--- config.mk ---
export PLATFORM = sky130hd
export DESIGN_NAME = postrt_router
export DESIGN_NICKNAME = d
export VERILOG_FILES = /design/src/rtl/postrt_pkg.sv /design/src/rtl/postrt_decode.sv /design/src/rtl/postrt_shadow.sv /design/src/rtl/postrt_egress.sv /design/src/rtl/postrt_router.sv
export SDC_FILE = /design/constraint.sdc
export NUM_CORES = 1
export LEC_CHECK = 0
export BUFFER_PORTS_ARGS = -buffer_cell sky130_fd_sc_hd__buf_2
export CORE_UTILIZATION = 55
export CTS_CLUSTER_SIZE = 8
export DETAILED_ROUTE_END_ITERATION = 10
export GPL_ROUTABILITY_DRIVEN = 0
export HOLD_SLACK_MARGIN = 0.15
export PLACE_DENSITY = 0.78
export RECOVER_POWER = 50
export SYNTH_ARGS = -nofsm -noshare
export SYNTH_HDL_FRONTEND = slang
export SYNTH_SLANG_ARGS = --single-unit
--- constraint.sdc ---
create_clock -name clk -period 2.62 [get_ports clk]
set_clock_uncertainty 0.1 [all_clocks]
set_input_delay 0.262 -clock clk [delete_from_list [all_inputs] [get_ports clk]]
set_output_delay 0.262 -clock clk [all_outputs]
set_load 0.01 [all_outputs]
--- src/rtl/postrt_pkg.sv ---
package postrt_pkg;

    localparam int ADDR_W    = 8;
    localparam int DATA_W    = 8;
    localparam int NUM_PORTS = 8;
    localparam int IDX_W     = $clog2(NUM_PORTS);
    localparam int NUM_IF    = 2;

    typedef enum logic [1:0] {
        SPACE_NONE  = 2'd0,
        SPACE_BASE  = 2'd1,
        SPACE_ALIAS = 2'd2
    } space_e;

    typedef enum logic {
        IF_A = 1'b0,
        IF_B = 1'b1
    } if_sel_e;

    typedef struct packed {
        space_e           space;
        logic [IDX_W-1:0] idx;
    } decode_t;

    typedef struct packed {
        logic              stb;
        logic [ADDR_W-1:0] addr;
        logic [DATA_W-1:0] data;
    } fwd_t;

    typedef struct packed {
        logic             hit;
        logic [IDX_W-1:0] idx;
    } slot_t;

    // Low-nibble to shadow slot: 0,4,5,6,8,C,D,E map to slots 0..7
    function automatic slot_t nibble_slot(input logic [3:0] nib);
        slot_t s;
        s.hit = 1'b1;
        s.idx = '0;
        case (nib)
            4'h0: s.idx = 3'd0;
            4'h4: s.idx = 3'd1;
            4'h5: s.idx = 3'd2;
            4'h6: s.idx = 3'd3;
            4'h8: s.idx = 3'd4;
            4'hC: s.idx = 3'd5;
            4'hD: s.idx = 3'd6;
            4'hE: s.idx = 3'd7;
            default: s.hit = 1'b0;
        endcase
        return s;
    endfunction

endpackage

--- src/rtl/postrt_decode.sv ---
module postrt_decode
    import postrt_pkg::*;
#(
    parameter logic [3:0] BASE_PAGE  = 4'h8,
    parameter logic [3:0] ALIAS_PAGE = 4'h9
) (
    input  logic [ADDR_W-1:0] addr,
    output decode_t           dec
);
    slot_t slot;

    always_comb begin
        slot      = nibble_slot(addr[3:0]);
        dec.idx   = slot.idx;
        dec.space = SPACE_NONE;
        if (slot.hit) begin
            if (addr[ADDR_W-1:4] == BASE_PAGE)
                dec.space = SPACE_BASE;
            else if (addr[ADDR_W-1:4] == ALIAS_PAGE)
                dec.space = SPACE_ALIAS;
        end
    end
endmodule

--- src/rtl/postrt_shadow.sv ---
module postrt_shadow
    import postrt_pkg::*;
#(
    parameter int W     = DATA_W,
    parameter int DEPTH = NUM_PORTS,
    localparam int IW   = $clog2(DEPTH)
) (
    input  logic          clk,
    input  logic          rst,
    input  logic          we,
    input  logic [IW-1:0] widx,
    input  logic [W-1:0]  wdata,
    input  logic [IW-1:0] ridx,
    output logic [W-1:0]  rdata
);
    logic [W-1:0] mem [DEPTH];

    for (genvar i = 0; i < DEPTH; i++) begin : g_slot
        always_ff @(posedge clk) begin
            if (rst)
                mem[i] <= '0;
            else if (we && widx == IW'(i))
                mem[i] <= wdata;
        end
    end

    assign rdata = mem[ridx];
endmodule

--- src/rtl/postrt_egress.sv ---
module postrt_egress
    import postrt_pkg::*;
#(
    parameter int N = NUM_IF
) (
    input  logic              clk,
    input  logic              rst,
    input  logic [N-1:0]      wr_fire,
    input  logic [ADDR_W-1:0] addr,
    input  logic [DATA_W-1:0] wdata,
    input  logic              rd_fire,
    input  logic [DATA_W-1:0] rd_src,
    input  logic              miss,
    output fwd_t              fwd [N],
    output logic              rd_valid,
    output logic [DATA_W-1:0] rd_data,
    output logic              no_claim
);
    for (genvar i = 0; i < N; i++) begin : g_if
        always_ff @(posedge clk) begin
            if (rst) begin
                fwd[i] <= '0;
            end else begin
                fwd[i].stb <= wr_fire[i];
                if (wr_fire[i]) begin
                    fwd[i].addr <= addr;
                    fwd[i].data <= wdata;
                end
            end
        end
    end

    always_ff @(posedge clk) begin
        if (rst) begin
            rd_valid <= 1'b0;
            rd_data  <= '0;
            no_claim <= 1'b0;
        end else begin
            rd_valid <= rd_fire;
            no_claim <= miss;
            if (rd_fire)
                rd_data <= rd_src;
        end
    end
endmodule

--- src/rtl/postrt_router.sv ---
module postrt_router
    import postrt_pkg::*;
#(
    parameter logic [3:0] BASE_PAGE  = 4'h8,
    parameter logic [3:0] ALIAS_PAGE = 4'h9
) (
    input  logic              clk,
    input  logic              rst,
    input  logic              req_valid,
    input  logic              req_write,
    input  logic [ADDR_W-1:0] req_addr,
    input  logic [DATA_W-1:0] req_wdata,
    input  logic              route_sel,
    output logic              a_wr_stb,
    output logic [ADDR_W-1:0] a_wr_addr,
    output logic [DATA_W-1:0] a_wr_data,
    output logic              b_wr_stb,
    output logic [ADDR_W-1:0] b_wr_addr,
    output logic [DATA_W-1:0] b_wr_data,
    output logic              rd_valid,
    output logic [DATA_W-1:0] rd_data,
    output logic              no_claim
);
    decode_t           dec;
    if_sel_e           tgt;
    logic              claimed;
    logic [NUM_IF-1:0] wr_fire;
    logic [DATA_W-1:0] bank_rd [NUM_IF];
    fwd_t              fwd [NUM_IF];

    postrt_decode #(.BASE_PAGE(BASE_PAGE), .ALIAS_PAGE(ALIAS_PAGE)) u_dec (
        .addr(req_addr),
        .dec (dec)
    );

    assign claimed = (dec.space != SPACE_NONE);
    assign tgt     = (dec.space == SPACE_ALIAS) ? IF_A : if_sel_e'(route_sel);

    for (genvar i = 0; i < NUM_IF; i++) begin : g_bank
        assign wr_fire[i] = req_valid && req_write && claimed && (tgt == if_sel_e'(i));

        postrt_shadow #(.W(DATA_W), .DEPTH(NUM_PORTS)) u_shadow (
            .clk  (clk),
            .rst  (rst),
            .we   (wr_fire[i]),
            .widx (dec.idx),
            .wdata(req_wdata),
            .ridx (dec.idx),
            .rdata(bank_rd[i])
        );
    end

    postrt_egress #(.N(NUM_IF)) u_egress (
        .clk     (clk),
        .rst     (rst),
        .wr_fire (wr_fire),
        .addr    (req_addr),
        .wdata   (req_wdata),
        .rd_fire (req_valid && !req_write && claimed),
        .rd_src  (bank_rd[tgt]),
        .miss    (req_valid && !claimed),
        .fwd     (fwd),
        .rd_valid(rd_valid),
        .rd_data (rd_data),
        .no_claim(no_claim)
    );

    assign a_wr_stb  = fwd[IF_A].stb;
    assign a_wr_addr = fwd[IF_A].addr;
    assign a_wr_data = fwd[IF_A].data;
    assign b_wr_stb  = fwd[IF_B].stb;
    assign b_wr_addr = fwd[IF_B].addr;
    assign b_wr_data = fwd[IF_B].data;
endmodule

==> out/metrics.yaml, run 1 <==
detailed_routing:
  wirelength_microns: 19750
  top_layer: "met4"
  postRouteAntennaNets: 0
  route.met2.wl_microns: 9519
  met3_length_microns: 1772
  drt_iter0_markers: 608
  wl_per_cell_microns: 19.89
  drc: 0
  drt_pass1_iterations: 8
  met1_length_microns: 7769
  vias: 5925
  routed_via_density: 5.967
clocking:
  cts_root_buf: "clkbuf_16"
  cts-resized-gates: 0
  h-tree-depth: 4
  cts_tree: "yes"
  clock_sinks: 172
  clk_latency_ns: 0.44
  clockBufferDepth: 2
  cts_made_buffers: 17
  clk_pin_slew_ns: 0.07
grt:
  overflow: 0
  antenna_found_initial: 0
  grt_usage: 0.2850
  grt_pass1_vias: 5606
  grt_max_degree: 53
  grt_pass1_wl_microns: 30170
pwr:
  combPwrFrac: 0.073
  peakVddDrop_uv: 416.6
  p_sw_mw: 1.483
  p_sw_frac: 0.2513
  power_frac_seq: 0.517
  power.density_mw_per_mm2: 664.1
  p_int_mw: 4.421
  clockPowerShare: 0.410
  p_leak_nw: 3.030
yosys:
  ys_warn_count: 0
  synth.top_cell.area_share: 0.4959
  ys_seq_elements: 172
  synth_edf_count: 128
  syn_area_per_cell_sq_um: 10.63
  ys_seq_area_frac: 0.6095
  async_reset_ff_frac: 0
  synth_top_cells_by_area: "edfxtp_1, dfxtp_1, and2_1"
  yosys.area.top_type: "edfxtp_1"
  yosysUniqueCellTypes: 49
  syn-num-nets: 750
  ys.flop_type: "edfxtp_1"
  synthCells: 729
  synth_area_sq_mm: 0.007751
timing:
  hold_viol: 0
  finalSetupTns_ns: 0
  setup_viol: 0
  fin_crit_ns: 2.422
  relSlewSlack: 0.3461
  hold_slack_ns: 0.1989
  grt_setup_unrepaired: "no"
  fin_crit_sh: 0.9245
  slew_violations: 0
  worst_pin_slew_ns: 0.9809
  maxClockFrequency_ghz: 0.4129
final_layout:
  area_delta_synth_final_pct: 14.69
  seqCellArea_sq_mm: 0.004725
  drive_above_1_share: 0.1205
  layout_commonest_cell: "edfxtp_1"
  final_cell_mix: "edfxtp_1, nand2_1, and2_1, nor2_1, a21oi_1"
  diodes: 0
  nets: 821
  stdcell_count: 993
  multi_input_area_sq_mm: 0.002765
  fill_cells: 1072
floorplanning:
  dieArea_sq_mm: 0.01457
  fp.dieH_microns: 120.7
  row_count: 43
  start_util: 0.5606
  ioPinCount: 65
  die_w_microns: 120.7
  core_area_sq_mm: 0.01383
min_path:
  min_to: "u_egress.fwd[11]"
  hold_path_depth: 3
  min-delay-start: "req_addr[3]"
  hold_path.class: "in -> reg"
place:
  port_buffers: 64
  dp_hpwl_microns: 13240
  place_inst: 950
worst_setup_path:
  cp.arrival_ns: 2.42
  crit_type: "in -> reg"
  r2r-start: "g_bank[1].u_shadow.mem[3][5]"
  r2r-end: "u_egress.rd_data[5]"
  r2r_slack_ns: 1.09
  startpoint_type: "input port"
  r2r_cells: 5
  cp.required_ns: 2.61
  worstPathMaxFanout: 52
  endpoint_kind: "flop"
outcome:
  status: "finished clean"
run:
  maxCapViolations: 0
[logic make-up (layout without fill, tap and decap cells)]
logic type / count (synthesis) / in the layout / share of synthesized area
compound gates: 147 / 147 / 0.1241
flops: 172 / 172 / 0.6095
buf+inv: 62 / 146 / 0.03212
simple gates: 348 / 348 / 0.2342
[final cells by class]
type | count | area share
clock inverter | 15 | 0.01576
clock buffer | 17 | 0.04785
multi-input combinational | 495 | 0.3110
timing repair buffer | 105 | 0.06474
inverter | 9 | 0.003800
sequential | 172 | 0.5315
tap | 180 | 0.02533
[cell usage after synthesis (7+ instances only)]
cell type,number
nand2_1,98
nor2_1,79
o22ai_1,18
and2_1,97
o221ai_1,13
dfxtp_1,44
buf_2,7
nor2_4,10
nand2b_1,32
o2111ai_1,12
o21bai_1,10
clkbuf_1,39
edfxtp_1,128
a21oi_1,74
[repair_timing]
| item | CTS | global route |
|---|---|---|
| hold buffers | 11 | 0 |
| hold endpoints to repair | 24 | 0 |
| setup buffers | 0 | 0 |
[registers in the layout (all words and copies together), names as in the netlist]
| name | cells |
|---|---|
| u_egress.fwd | 34 |
| u_egress.no_claim | 1 |
| g_bank.u_shadow.mem | 128 |
| u_egress.rd_data | 8 |
| u_egress.rd_valid | 1 |
[critical path, stage by stage]
cell           delay, ns
dlygate4sd3_1       0.54
buf_2               0.32
clkbuf_2            0.82
nand2b_1            0.46
[worst max path at each step]
stage | from | endpoint | depth (start not counted)
finish | rst | g_bank[0].u_shadow.mem[6][5] | 4
global route | req_addr[4] | g_bank[0].u_shadow.mem[4][1] | 7
CTS | req_addr[4] | g_bank[1].u_shadow.mem[4][2] | 6
detailed placement | req_addr[5] | g_bank[1].u_shadow.mem[4][0] | 6
global placement | req_addr[5] | g_bank[1].u_shadow.mem[0][7] | 6
floorplan | req_addr[0] | g_bank[0].u_shadow.mem[0][0] | 6
[power groups by stage]
stage | clock network (mW) | registers, mW | logic, mW
after global routing | 2.53 | 3.06 | 0.456
after global placement | 0 | 3.11 | 0.400
after CTS | 2.43 | 3.05 | 0.427
after floorplan | 0 | 3.10 | 0.257
after detailed placement | 0 | 3.11 | 0.411
final | 2.42 | 3.05 | 0.428
[metrics by stage]
stage / cell area (sq um) / total power, mW / setup slack (ns) / util
3_5_place_dp: 8307 / 3.523 / 0.1405 / 0.6008
5_1_grt: 8890 / 6.049 / 0.1378 / 0.6429
6_report: 8890 / 5.904 / 0.1979 / 0.6429
3_3_place_gp: 8307 / 3.509 / 0.2385 / 0.6008
4_1_cts: 8982 / 5.910 / 0.3943 / 0.6496
2_1_floorplan: 7751 / 3.360 / 0.1934 / -
[metal layers]
metal / vias up / track usage
met1: 2818 / 0.3595
li1: 2719 / -
met5: - / 0
met2: 328 / 0.4623
met4: 0 / 0.1412
met3: 60 / 0.06557
(Power assumes the default switching activity.)
==> run 2, diff against run 1 <==
--- a/config.mk
+++ b/config.mk
@@ -15,4 +15,5 @@
 export RECOVER_POWER = 50
 export SYNTH_ARGS = -nofsm -noshare
 export SYNTH_HDL_FRONTEND = slang
+export SYNTH_HIERARCHICAL = 1
 export SYNTH_SLANG_ARGS = --single-unit
==> out/metrics.yaml, run 2 <==
yosys:
  synth.top_cell.area_share: 0.4937
  synth_edf_count: 128
  async_reset_ff_frac: 0
  netlist_top_cells_count: "edfxtp_1, nor3_1, dfxtp_1, nor2_1, mux2i_1"
  synth_top_cells_by_area: "edfxtp_1, dfxtp_1, mux4_1"
  synth_area_sq_mm: 0.007786
  synthCells: 555
  yosys.area.top_type: "edfxtp_1"
  ys.flop_type: "edfxtp_1"
  syn-num-nets: 576
  ys_seq_area_frac: 0.6068
  syn_area_per_cell_sq_um: 14.03
  ys_warn_count: 6
  ys_seq_elements: 172
  yosysUniqueCellTypes: 31
timing:
  worst_pin_slew_ns: 0.6194
  finalSetupTns_ns: 0
  fin_crit_sh: 0.9635
  hold_viol: 0
  relSlewSlack: 0.5870
  setup_viol: 0
  fin_crit_ns: 2.524
  grt_setup_unrepaired: "no"
  hold_slack_ns: 0.2428
  worst_slack_ns: 0.09550
  maxClockFrequency_ghz: 0.3961
  slew_violations: 0
grt:
  grt_util_met3: 0.06767
  overflow: 0
  grtUsageMet2: 0.4443
  grt_pass1_wl_microns: 28000
  top_usage_layer: "met2"
  grt_usage: 0.2634
  grt_pass1_vias: 5167
  antenna_found_initial: 0
  grt_max_degree: 35
  met1_usage: 0.3202
worst_setup_path:
  worstPathMaxFanout: 32
  crit_chain: "dlygate4sd3_1 > buf_2 > nand2b_1 > a2111oi_4 > nor2_2 > nor3b_4 > or3b_2 > buf_12 > nor3_1"
  crit_path_top_delay_cell: "dlygate4sd3_1"
  r2r_slack_ns: 0.61
  r2r-end: "u_egress/rd_data[0]"
  max_stage_delay_ns: 0.52
  r2r_cells: 5
  r2r-start: "g_bank[1].u_shadow/mem[1][0]"
  cp.required_ns: 2.78
  endpoint: "g_bank[0].u_shadow/mem[6][2]"
  crit_path_start: "req_addr[7]"
  startpoint_type: "input port"
  endpoint_kind: "flop"
  cp.arrival_ns: 2.68
  crit_type: "in -> reg"
detailed_routing:
  drt_pass1_iterations: 5
  postRouteAntennaNets: 0
  drt_iter0_markers: 396
  wl_per_cell_microns: 21.49
  drc: 0
  vias: 5100
  wirelength_microns: 18160
  routed_via_density: 6.036
pwr:
  power_frac_seq: 0.515
  p_sw_frac: 0.2208
  clockPowerShare: 0.393
  combPwrFrac: 0.091
  p_int_mw: 4.617
  p_sw_mw: 1.308
  p_total_mw: 5.925
  power.density_mw_per_mm2: 646.7
  peakVddDrop_uv: 493.2
  p_leak_nw: 2.981
clocking:
  cts_root_buf: "clkbuf_16"
  cts_made_buffers: 17
  cts_tree: "yes"
  clock_sinks: 172
  clk_latency_ns: 0.43
  clk_pin_slew_ns: 0.06
  clockBufferDepth: 2
  h-tree-depth: 4
floorplanning:
  ioPinCount: 65
  dieArea_sq_mm: 0.01464
  start_util: 0.5631
  row_count: 43
  die_w_microns: 121.0
  core_area_sq_mm: 0.01383
  fp.dieH_microns: 121.0
final_layout:
  area_delta_synth_final_pct: 17.68
  nets: 673
  largest_reg_flops: 128
  stdcell_count: 845
  final_cell_mix: "edfxtp_1, nor3_1, clkbuf_1, dfxtp_1"
  drive_above_1_share: 0.2000
  fill_cells: 964
  layout_commonest_cell: "edfxtp_1"
  utilization: 0.6627
  finish.instance_area_sq_mm: 0.009163
  regMostFlops: "g_bank.u_shadow/mem"
  diodes: 0
  largest_registers: "g_bank.u_shadow/mem (128), u_egress/fwd (34), u_egress/rd_data (8)"
place:
  port_buffers: 64
  dp_hpwl_microns: 11790
  place_inst: 796
  place_area_sq_mm: 0.008512
  dp_slack_ns: -0.07702
run:
  maxCapViolations: 0
min_path:
  hold_path.class: "in -> reg"
outcome:
  status: "finished clean"
==> run 2: cell types whose count changed after synthesis, sizes merged, moves of 14 or more <==
cell | before | now
mux2 | 0 | 24
mux2i | 0 | 40
a21oi | 74 | 0
nand2 | 98 | 6
clkbuf | 39 | 20
mux4 | 0 | 32
nand2b | 32 | 7
nor2 | 89 | 42
nor3 | 3 | 128
clkinv | 0 | 16
o22ai | 18 | 0
buf | 14 | 28
and2 | 97 | 2
==> run 2: power groups by stage <==
| stage | combinational, mW | clock (mW) | sequential, mW |
|---|---|---|---|
| floorplan | 0.323 | 0 | 3.10 |
| detailed placement | 0.515 | 0 | 3.11 |
| finish | 0.542 | 2.33 | 3.05 |
| global route | 0.568 | 2.46 | 3.06 |
| CTS | 0.541 | 2.35 | 3.06 |
| global placement | 0.505 | 0 | 3.10 |
==> run 2: how the worst min path moves through the flow <==
stage | startpoint | endpoint | slack, ns | cells past startpoint
floorplan | req_wdata[0] | u_egress/fwd[0] | 0.31 | 2
global placement | u_egress/fwd[18] | u_egress/fwd[18] | 0.37 | 2
detailed placement | u_egress/fwd[5] | u_egress/fwd[5] | 0.38 | 2
CTS | rst | u_egress/rd_data[6] | 0.22 | 2
global route | rst | u_egress/rd_data[1] | 0.25 | 2
finish | rst | u_egress/fwd[19] | 0.24 | 2
==> run 2: logic make-up (layout without fill, tap and decap cells) <==
| family | Yosys count | in the layout | synth area share |
|---|---|---|---|
| DFF | 172 | 172 | 0.6068 |
| xor gates and xnor gates | 1 | 1 | 0.001125 |
| and+or+nand+nor | 199 | 199 | 0.1255 |
| muxes | 96 | 96 | 0.1932 |
| buffers and inverters | 66 | 176 | 0.04660 |
| AOI/OAI and AO/OA | 21 | 21 | 0.02684 |
==> run 2: layout make-up <==
| cell class | instances | area, sq um | share of cell area |
|---|---|---|---|
| clock buffer | 26 | 519.2 | 0.05667 |
| clock inverter | 6 | 33.78 | 0.003687 |
| inverter | 18 | 67.56 | 0.007374 |
| multi-input combinational | 317 | 2756 | 0.3008 |
| sequential | 172 | 4725 | 0.5156 |
| tap | 180 | 225.2 | 0.02458 |
| timing repair buffer | 126 | 835.8 | 0.09122 |
==> run 2: worst max-delay path, delay by kind of cell <==
family,cells,cell delay (ns)
simple gates,5,1.17
compound gates,1,0.38
buf+inv,3,0.85
==> run 2: metal layers <==
layer | vias up | share of wire | routed length, microns
met5 | - | 0 | 0
li1 | 2297 | - | -
met4 | 0 | 0.028 | 509
met2 | 249 | 0.51 | 9234
met3 | 44 | 0.084 | 1517
met1 | 2510 | 0.38 | 6898
==> run 2: what timing repair did <==
| action | in CTS | in global routing |
|---|---|---|
| endpoints found under the hold margin | 32 | 0 |
| endpoints found under the setup margin | 0 | 118 |
| hold buffers | 17 | 0 |
| setup buffers | 0 | 0 |
| resized for setup | 0 | 6 |
